==> config.mk <==
export PLATFORM = sky130hd
export DESIGN_NAME = frac_clk_div
export DESIGN_NICKNAME = d
export VERILOG_FILES = /design/src/rtl/frac_div_pkg.sv /design/src/rtl/frac_div_regs.sv /design/src/rtl/frac_div_stage.sv /design/src/rtl/frac_clk_div.sv
export SDC_FILE = /design/constraint.sdc
export NUM_CORES = 1
export LEC_CHECK = 0
export BUFFER_PORTS_ARGS = -buffer_cell sky130_fd_sc_hd__buf_2
export CAP_MARGIN = 20
export CORE_MARGIN = 2
export CORE_UTILIZATION = 55
export CTS_BUF_LIST = sky130_fd_sc_hd__clkbuf_8
export DETAILED_ROUTE_END_ITERATION = 12
export PLACE_DENSITY = 0.77
export SYNTH_ARGS = -nofsm -noshare
export SYNTH_HDL_FRONTEND = slang
export SYNTH_SLANG_ARGS = --single-unit
export TNS_END_PERCENT = 20
==> constraint.sdc <==
create_clock -name clk_src -period 2.4 [get_ports clk_src]
set_clock_uncertainty 0.1 [all_clocks]
set_input_delay 0.48 -clock clk_src [delete_from_list [all_inputs] [get_ports clk_src]]
set_output_delay 0.48 -clock clk_src [all_outputs]
set_load 0.005 [all_outputs]
==> src/rtl/frac_div_pkg.sv <==
package frac_div_pkg;

  // Register selector decoded from the 2-bit address.
  typedef enum logic [1:0] {
    REG_MAIN_DIV = 2'd0,
    REG_PRE_DIV  = 2'd1,
    REG_COMMIT   = 2'd2,
    REG_SPARE    = 2'd3
  } reg_sel_e;

  // Bit positions inside the commit register.
  localparam int COMMIT_MAIN_BIT = 0;
  localparam int COMMIT_PRE_BIT  = 1;

endpackage

==> src/rtl/frac_div_regs.sv <==
module frac_div_regs
  import frac_div_pkg::*;
#(
  parameter int DATA_W     = 32,
  parameter int MAIN_SHIFT = 8,
  parameter int MAIN_W     = 8,
  parameter int PRE_SHIFT  = 4,
  parameter int PRE_W      = 4
) (
  input  logic              clk,
  input  logic              rst_n,
  input  logic              wr_en,
  input  logic [1:0]        wr_addr,
  input  logic [DATA_W-1:0] wr_data,
  input  logic [1:0]        rd_addr,
  input  logic              main_done,
  input  logic              pre_done,
  output logic [DATA_W-1:0] rd_data,
  output logic [MAIN_W-1:0] main_shadow,
  output logic [PRE_W-1:0]  pre_shadow,
  output logic              main_busy,
  output logic              pre_busy
);

  logic [MAIN_W-1:0] main_q, main_d;
  logic [PRE_W-1:0]  pre_q, pre_d;
  logic              main_busy_q, main_busy_d;
  logic              pre_busy_q, pre_busy_d;
  logic              wr_data_unused;

  assign wr_data_unused = ^wr_data;

  // Next state: a completed load clears a flag, a fresh write of 1 sets it again.
  always_comb begin
    main_d      = main_q;
    pre_d       = pre_q;
    main_busy_d = main_busy_q & ~main_done;
    pre_busy_d  = pre_busy_q & ~pre_done;
    if (wr_en) begin
      case (reg_sel_e'(wr_addr))
        REG_MAIN_DIV: main_d = wr_data[MAIN_SHIFT +: MAIN_W];
        REG_PRE_DIV:  pre_d  = wr_data[PRE_SHIFT +: PRE_W];
        REG_COMMIT: begin
          if (wr_data[COMMIT_MAIN_BIT]) main_busy_d = 1'b1;
          if (wr_data[COMMIT_PRE_BIT])  pre_busy_d  = 1'b1;
        end
        default: ;
      endcase
    end
  end

  always_ff @(posedge clk or negedge rst_n) begin
    if (!rst_n) begin
      main_q      <= '0;
      pre_q       <= '0;
      main_busy_q <= 1'b0;
      pre_busy_q  <= 1'b0;
    end else begin
      main_q      <= main_d;
      pre_q       <= pre_d;
      main_busy_q <= main_busy_d;
      pre_busy_q  <= pre_busy_d;
    end
  end

  always_comb begin
    rd_data = '0;
    case (reg_sel_e'(rd_addr))
      REG_MAIN_DIV: rd_data[MAIN_SHIFT +: MAIN_W] = main_q;
      REG_PRE_DIV:  rd_data[PRE_SHIFT +: PRE_W]   = pre_q;
      REG_COMMIT: begin
        rd_data[COMMIT_MAIN_BIT] = main_busy_q;
        rd_data[COMMIT_PRE_BIT]  = pre_busy_q;
      end
      default: ;
    endcase
  end

  assign main_shadow = main_q;
  assign pre_shadow  = pre_q;
  assign main_busy   = main_busy_q;
  assign pre_busy    = pre_busy_q;

endmodule

==> src/rtl/frac_div_stage.sv <==
module frac_div_stage #(
  parameter int FIELD_W = 8,
  parameter int FRAC_W  = 2
) (
  input  logic                   clk,
  input  logic                   rst_n,
  input  logic                   run,
  input  logic                   step,
  input  logic                   commit_req,
  input  logic [FIELD_W-1:0]     shadow,
  output logic                   tick,
  output logic                   commit_done,
  output logic [FIELD_W-1:0]     active,
  output logic [FIELD_W-FRAC_W:0] cnt_next,
  output logic [FIELD_W-FRAC_W:0] len_next
);

  localparam int INT_W = FIELD_W - FRAC_W;
  localparam int LEN_W = INT_W + 1;

  logic [FIELD_W-1:0] act_q, act_d;
  logic [LEN_W-1:0]   cnt_q, cnt_d;
  logic [LEN_W-1:0]   len_q, len_d;
  logic               boundary, load, carry;
  logic [FIELD_W-1:0] field_use;
  logic [LEN_W-1:0]   int_len;

  // A boundary is the last enabled cycle of the current period.
  assign boundary  = run & step & (cnt_q == (len_q - LEN_W'(1)));
  assign load      = boundary & commit_req;
  assign field_use = load ? shadow : act_q;
  // Stored value is divisor minus one; the one lands above the fraction.
  assign int_len   = LEN_W'(field_use[FIELD_W-1:FRAC_W]) + LEN_W'(1);

  generate
    if (FRAC_W > 0) begin : g_frac
      logic [FRAC_W-1:0] acc_q, acc_d, acc_base;
      logic [FRAC_W:0]   acc_sum;

      always_comb begin
        acc_base = load ? '0 : acc_q;
        acc_sum  = {1'b0, acc_base} + {1'b0, field_use[FRAC_W-1:0]};
        acc_d    = boundary ? acc_sum[FRAC_W-1:0] : acc_q;
      end

      assign carry = acc_sum[FRAC_W];

      always_ff @(posedge clk or negedge rst_n) begin
        if (!rst_n) acc_q <= '0;
        else        acc_q <= acc_d;
      end
    end else begin : g_int
      assign carry = 1'b0;
    end
  endgenerate

  always_comb begin
    act_d = act_q;
    cnt_d = cnt_q;
    len_d = len_q;
    if (boundary) begin
      act_d = field_use;
      cnt_d = '0;
      len_d = int_len + LEN_W'(carry);
    end else if (run && step) begin
      cnt_d = cnt_q + LEN_W'(1);
    end
  end

  always_ff @(posedge clk or negedge rst_n) begin
    if (!rst_n) begin
      act_q <= '0;
      cnt_q <= '0;
      len_q <= LEN_W'(1);
    end else begin
      act_q <= act_d;
      cnt_q <= cnt_d;
      len_q <= len_d;
    end
  end

  assign tick        = boundary;
  assign commit_done = load;
  assign active      = act_q;
  assign cnt_next    = cnt_d;
  assign len_next    = len_d;

endmodule

==> src/rtl/frac_clk_div.sv <==
module frac_clk_div
  import frac_div_pkg::*;
#(
  parameter int DATA_W     = 32,
  parameter int MAIN_SHIFT = 8,
  parameter int MAIN_W     = 8,
  parameter int FRAC_W     = 2,
  parameter int PRE_SHIFT  = 4,
  parameter int PRE_W      = 4
) (
  input  logic              clk_src,
  input  logic              rst_n,
  input  logic              gate_en,
  input  logic              wr_en,
  input  logic [1:0]        wr_addr,
  input  logic [DATA_W-1:0] wr_data,
  input  logic [1:0]        rd_addr,
  output logic [DATA_W-1:0] rd_data,
  output logic              div_clk,
  output logic              div_tick
);

  localparam int LEN_W     = MAIN_W - FRAC_W + 1;
  localparam int PRE_LEN_W = PRE_W + 1;

  logic [1:0]        rst_pipe;
  logic              rst_n_int;
  logic [MAIN_W-1:0] main_shadow, main_active;
  logic [PRE_W-1:0]  pre_shadow, pre_active;
  logic              main_busy, pre_busy, main_done, pre_done;
  logic              pre_tick, main_tick;
  logic [LEN_W-1:0]  m_cnt_n, m_len_n;
  logic [LEN_W:0]    m_half;
  logic [PRE_LEN_W-1:0] pre_cnt_unused, pre_len_unused;
  logic              clk_q, clk_d, tick_q, tick_d;

  // Reset asserts at once and releases two source edges later.
  always_ff @(posedge clk_src or negedge rst_n) begin
    if (!rst_n) rst_pipe <= '0;
    else        rst_pipe <= {rst_pipe[0], 1'b1};
  end
  assign rst_n_int = rst_pipe[1];

  frac_div_regs #(
    .DATA_W(DATA_W), .MAIN_SHIFT(MAIN_SHIFT), .MAIN_W(MAIN_W),
    .PRE_SHIFT(PRE_SHIFT), .PRE_W(PRE_W)
  ) u_regs (
    .clk(clk_src), .rst_n(rst_n_int),
    .wr_en(wr_en), .wr_addr(wr_addr), .wr_data(wr_data), .rd_addr(rd_addr),
    .main_done(main_done), .pre_done(pre_done),
    .rd_data(rd_data), .main_shadow(main_shadow), .pre_shadow(pre_shadow),
    .main_busy(main_busy), .pre_busy(pre_busy)
  );

  frac_div_stage #(.FIELD_W(PRE_W), .FRAC_W(0)) u_pre (
    .clk(clk_src), .rst_n(rst_n_int),
    .run(gate_en), .step(1'b1), .commit_req(pre_busy), .shadow(pre_shadow),
    .tick(pre_tick), .commit_done(pre_done), .active(pre_active),
    .cnt_next(pre_cnt_unused), .len_next(pre_len_unused)
  );

  frac_div_stage #(.FIELD_W(MAIN_W), .FRAC_W(FRAC_W)) u_main (
    .clk(clk_src), .rst_n(rst_n_int),
    .run(gate_en), .step(pre_tick), .commit_req(main_busy), .shadow(main_shadow),
    .tick(main_tick), .commit_done(main_done), .active(main_active),
    .cnt_next(m_cnt_n), .len_next(m_len_n)
  );

  // High for the first ceil(len/2) counts of each fractional-stage period.
  assign m_half = ({1'b0, m_len_n} + (LEN_W+1)'(1)) >> 1;

  always_comb begin
    clk_d  = gate_en & ({1'b0, m_cnt_n} < m_half);
    tick_d = main_tick;
  end

  always_ff @(posedge clk_src or negedge rst_n_int) begin
    if (!rst_n_int) begin
      clk_q  <= 1'b0;
      tick_q <= 1'b0;
    end else begin
      clk_q  <= clk_d;
      tick_q <= tick_d;
    end
  end

  assign div_clk  = clk_q;
  assign div_tick = tick_q;

endmodule

# == Word-level counts from Yosys, hierarchy flattened ==
# Index checks and enable logic that the tools add are counted.
# totals
register_bits,56
wordCells,63
# op_classes
add_sub_neg,9
n_lt_le_gt_ge,1
n_eq_ne,6
muxes,17
bitwise_logic,10
reduce_logical,6
# ops
operator,n
$mux 7,3
$mux 8,2
$mux 5,2
$add 7x1->8 const B,1
$and 1x1->1,8
$mux 4,2
$add 6x1->7 const B,1
$add 7x1->7,1
$add 7x1->7 const B,1
$eq 7x7->1,1
$lt 7x7->1,1
$sub 7x1->7 const B,1
$mux 1,6
$add 4x1->5 const B,1
$add 5x1->5 const B,1
$eq 5x5->1,1
$sub 5x1->5 const B,1
$eq 2x1->1 const B,2
$eq 2x2->1 const B,2
$logic_not 2->1,2
$mux 2,2
$reduce_and 2->1,2
$add 2x2->3,1
$not 1->1,2
2 further kinds,2

# == Longest topological paths before layout ==
# depth
word_depth,13
ltp_mapped,31
ltp_nobuf,29

# == Modules after synthesis ==
# Synthesis repeated with hierarchy kept, for this count alone.
# unflattened
cells_unflattened,319
area_unflattened_um2,3460.8
# modules_own_cells
mod,instances,cells_each,area_per_inst_um2,seq_area_each_um2
frac_div_stage (u_main),1,136,1471.4,601.8
frac_div_stage (u_pre),1,83,879.6,351.6
frac_div_regs,1,68,788.3,350.3
frac_clk_div,1,32,321.6,100.1

# == Least setup slack after synthesis ==
# OpenSTA, ideal clock, no wires.
# synth_path
path_type,reg2reg
start,register u_main.len_q[0]
end,"register clk_q, in the netlist div_clk"
setup_time_ps,83
arrival_time_ps,5250
t_required_ps,2217
slack_ps,-3033
stages_incl_launch_ff,30
path_buffers,2
period_less_slack_ps,5433
cell_sequence,dfstp_2 > inv_1 > ha_1 > xor2_1 > o2111ai_1 > a2111o_1 > or2_1 > buf_6 > inv_6 > nand2_4 > buf_6 > mux2_4 > ha_1 > inv_1 > fa_1 > ha_1 > inv_1 > ha_1 > mux2_2 > ha_1 > nand3_1 > nor3b_1 > mux2i_1 > xor2_1 > ha_1 > and4_1 > nand2_1 > and4b_1 > nand3b_1 > o21ai_0
# synth_via
elab_chain_cells,11
# synth_rtl
element,line_no,rtl
start: declaration,frac_div_stage.sv:23,"logic [LEN_W-1:0] len_q, len_d;"
start signal: assignment,frac_div_stage.sv:78,len_q <= len_d;
$sub 7x1->7,frac_div_stage.sv:29,assign boundary = run & step & (cnt_q == (len_q - LEN_W'(1)));
$eq 7x7->1,frac_div_stage.sv:29,
$and 1x1->1,frac_div_stage.sv:29,
$and 1x1->1,frac_div_stage.sv:30,assign load = boundary & commit_req;
$mux 8,frac_div_stage.sv:31,assign field_use = load ? shadow : act_q;
named net u_main.field_use[0],frac_div_stage.sv:25,logic [FIELD_W-1:0] field_use;
$add 2x2->3,frac_div_stage.sv:42,"acc_sum = {1'b0, acc_base} + {1'b0, field_use[FRAC_W-1:0]};"
$add 7x1->7,frac_div_stage.sv:64,len_d = int_len + LEN_W'(carry);
$mux 7,frac_div_stage.sv:61,if (boundary) begin
named net m_len_n[1],frac_clk_div.sv:32,"logic [LEN_W-1:0] m_cnt_n, m_len_n;"
$add 7x1->8,frac_clk_div.sv:70,"assign m_half = ({1'b0, m_len_n} + (LEN_W+1)'(1)) >> 1;"
$lt 7x7->1,frac_clk_div.sv:73,"clk_d = gate_en & ({1'b0, m_cnt_n} < m_half);"
$and 1x1->1,frac_clk_div.sv:73,
named net clk_d,frac_clk_div.sv:35,"logic clk_q, clk_d, tick_q, tick_d;"
end signal: assignment,frac_clk_div.sv:82,clk_q <= clk_d;
end: declaration,frac_clk_div.sv:35,
# The timed path passes the listed nets, and every way through them passes these cells.
# A chain may end at the register's enable or synchronous reset.

# == Worst setup path after layout ==
# layout_path
start,register u_main.len_q[0]
end,"register clk_q, in the netlist div_clk"
# layout_via
elab_chain_cells,11
# layout_rtl
element,line_no
$sub 7x1->7,frac_div_stage.sv:29
$eq 7x7->1,frac_div_stage.sv:29
$and 1x1->1,frac_div_stage.sv:29
$and 1x1->1,frac_div_stage.sv:30
$mux 8,frac_div_stage.sv:31
named net u_main.field_use[0],frac_div_stage.sv:25
$add 2x2->3,frac_div_stage.sv:42
$add 7x1->7,frac_div_stage.sv:64
$mux 7,frac_div_stage.sv:61
$add 7x1->8,frac_clk_div.sv:70
$lt 7x7->1,frac_clk_div.sv:73
$and 1x1->1,frac_clk_div.sv:73
named net clk_d,frac_clk_div.sv:35
# The timed path passes the listed nets, and every way through them passes these cells.

==> results_dict.tcl <==
set metrics [dict create \
    yosysTopAreaCell "dfrtp_1" \
    peakVddDrop_uv 507 \
    min_period_ns 5.17 \
    fin_nets 501 \
    slowest_delay_ns 0.55 \
    vias_per_cell 5.31 \
    nFillCells 425 \
    ys.flop_type "dfrtp_1" \
    vias 2765 \
    path_clk_slew_ns 0.10 \
    gp_congestion 0.853 \
    clock_latency_ns 0.31 \
    grt_max_degree 33 \
    worstSetupPathType "flop to flop" \
    slew-limit-headroom 0.546 \
    grt_pass1_vias 2891 \
    crit_required_ns 2.53 \
    diodes 0 \
    r2r_slack_ns -2.77 \
    cts_tree "done" \
    pre_cts_slack_ns -2.84 \
    overflow 0 \
    ys.warnings.count 0 \
    cts_root_buf "clkbuf_8" \
    routed_wl_um 7970 \
    crit_path_frequent_cell "ha_4" \
    power.density_mw_per_mm2 680 \
    dpl.cell_count 504 \
    cts-htree-levels 2 \
    worstPathBufferInverterCount 3 \
    cts.sinks 56 \
    mappedNetlistArea_mm2 0.00355 \
    setup_violations 22 \
    power.total_w 0.00318 \
    area_growth_pct 31.7 \
    drc_errors 0 \
    ant_nets 0 \
    cts_buffer_depth 2 \
    outcome "complete, but fails checks" \
    ios 74 \
    yosysUniqueCellTypes 46 \
    dieArea_mm2 0.00711 \
    final-max-slew-violation-count 0 \
    antenna_found_initial 0 \
    p_leak_nw 2.26 \
    synth_sequential_area_ratio 0.395 \
    drt_iter0_drc 108 \
    fin_util 0.741 \
    synth_enable_flop_cells 0 \
    top_usage_layer "met2" \
    setup_ws_ns -2.77 \
    synth_most_common_cell "dfrtp_1" \
    synth-seq-cells 56 \
    grt_first_pass_wirelength_um 13400 \
    die_x_um 84.4 \
    synth_area_leaders "dfrtp_1, mux2_2, xor2_1, ha_1, buf_4" \
    async_flop_share 1.00 \
    critPathTopFamily "adder cells" \
    start_kind "flop" \
    violations "negative setup slack" \
    post-route-period-util 2.15 \
    min_path_type "flop to asynchronous set/reset pin" \
    path_max_fanout 3 \
    synth_top_area_share 0.381 \
    grt.met2_usage 0.421 \
    synthTopCellsByCount "dfrtp_1, mux2_2, nand2_1" \
    met1_usage 0.286 \
    use_met3 0.0295 \
    rr_startpoint "u_main.len_q[0]" \
    post_drt_wl_per_cell_um 15.3 \
    r2r_cells 26 \
    crit-reg2reg-capture "div_clk" \
    grt_setup_unrepaired "true" \
    cts_buffers 5 \
    final_cells 521 \
    synth_cells 340 \
    fp.dieH_um 84.4 \
    tns_ns -16.16 \
    first_pass_iters 4 \
    core_area_mm2 0.00631 \
    drive_above_1_share 0.450 \
    fmax_mhz 193 \
    maxCapViolations 0 \
    hold_viol_final 0 \
    crit_path_top_delay_cell "dfstp_2" \
    avgSynthCellArea_um2 10.4 \
    rows 29 \
    start_util 0.562 \
    cp-startpoint "u_main.len_q[0]" \
    track_usage 0.232 \
    worst_pin_slew_ns 0.682 \
    portBuffers 37 \
    worstPathArrival_ns 5.30 \
    cp-end-kind "flop" \
    hpwl_um 5700 \
]
## cells by family after synthesis
logic type	count (synthesis)	synth area share
AOI/OAI and AO/OA	30	0.0525
muxes	46	0.148
and+or+nand+nor	108	0.169
adders and majority gates	18	0.0655
other	2	0.00211
xor gates and xnor gates	38	0.0937
buffers and inverters	42	0.0736
DFF	56	0.395
## cell usage in the layout (no fill, tap or decap), types with 3 or more instances in the layout
master and instances:
a31oi_1 3, clkbuf_8 6, nor2_2 3, inv_1 6
xor2_1 24, nand4_1 8, mux2_4 11, and4_1 5
mux2_2 23, nor3b_1 3, xnor2_1 11, nand3_1 8
dfrtp_1 52, and2_1 12, inv_2 3, mux2i_2 3
nor2_1 17, buf_2 37, conb_1 19, nand3b_1 5
buf_4 62, nand2_1 24, ha_4 8, buf_6 9
o21ai_0 10, mux2i_1 9, o21ai_1 4, ha_1 9
## worst max path at each step
stage / end / slack (ns) / depth (start not counted)
after floorplan: div_clk / -2.81 / 27
after global placement: div_clk / -2.60 / 27
after detailed placement: div_clk / -2.84 / 27
after CTS: div_clk / -2.74 / 26
after global routing: div_clk / -3.00 / 26
final: div_clk / -2.77 / 26
## state kept, by name, summed over array words and instances (netlist names), 4 cells and up
name and cells:
u_regs.pre_shadow 4, u_pre.active 4, u_pre.cnt_q 5, u_main.active 8, u_main.len_q 7, u_main.cnt_q 7, u_pre.len_q 5, u_regs.main_shadow 8
## routing by layer
metal,part of all wire,vias to the layer above
met2,0.51,80
li1,-,1346
met5,0,-
met3,0.041,18
met1,0.42,1321
met4,0.032,0
## layout make-up
type	count	area, um2	area share
clock buffers	6	82.6	0.0177
clock inverters	2	11.3	0.00241
inverters	10	45.0	0.00963
multi-input cells	259	2240	0.479
flip-flops and latches	56	1410	0.301
well taps	77	96.3	0.0206
repair buffers	111	797	0.170
## stage by stage
step	area, um2	hold WS, ns
after floorplan	3760	0.0844
after global placement	4310	0.168
after detailed placement	4310	0.168
after CTS	4600	0.242
after global routing	4680	0.277
final	4680	0.216
## where the power goes
group | internal [W] | switching [W]
Clock | 0.000231 | 0.000301
Combinational | 0.000700 | 0.000599
Sequential | 0.00114 | 0.000213
## repair_timing
item | CTS | global route
setup buffers | 11 | 4
gates resized for setup | 25 | 28
pin swaps | 16 | 11
endpoints found under the setup margin | 32 | 37
hold buffers | 1 | 0
endpoints found under the hold margin | 2 | 0
## worst reg2reg max path: cells and delay by family, from the launching register on
family	cells	cell delay (ns)
flip-flops	1	0.55
XOR/XNOR	3	0.51
AO/OA/AOI/OAI	6	0.94
buffers and inverters	3	0.14
adder cells (fa/ha/maj)	5	1.24
multiplexers	2	0.48
AND/OR/NAND/NOR	7	1.14
Note: power is estimated with default switching activity, not from simulation.
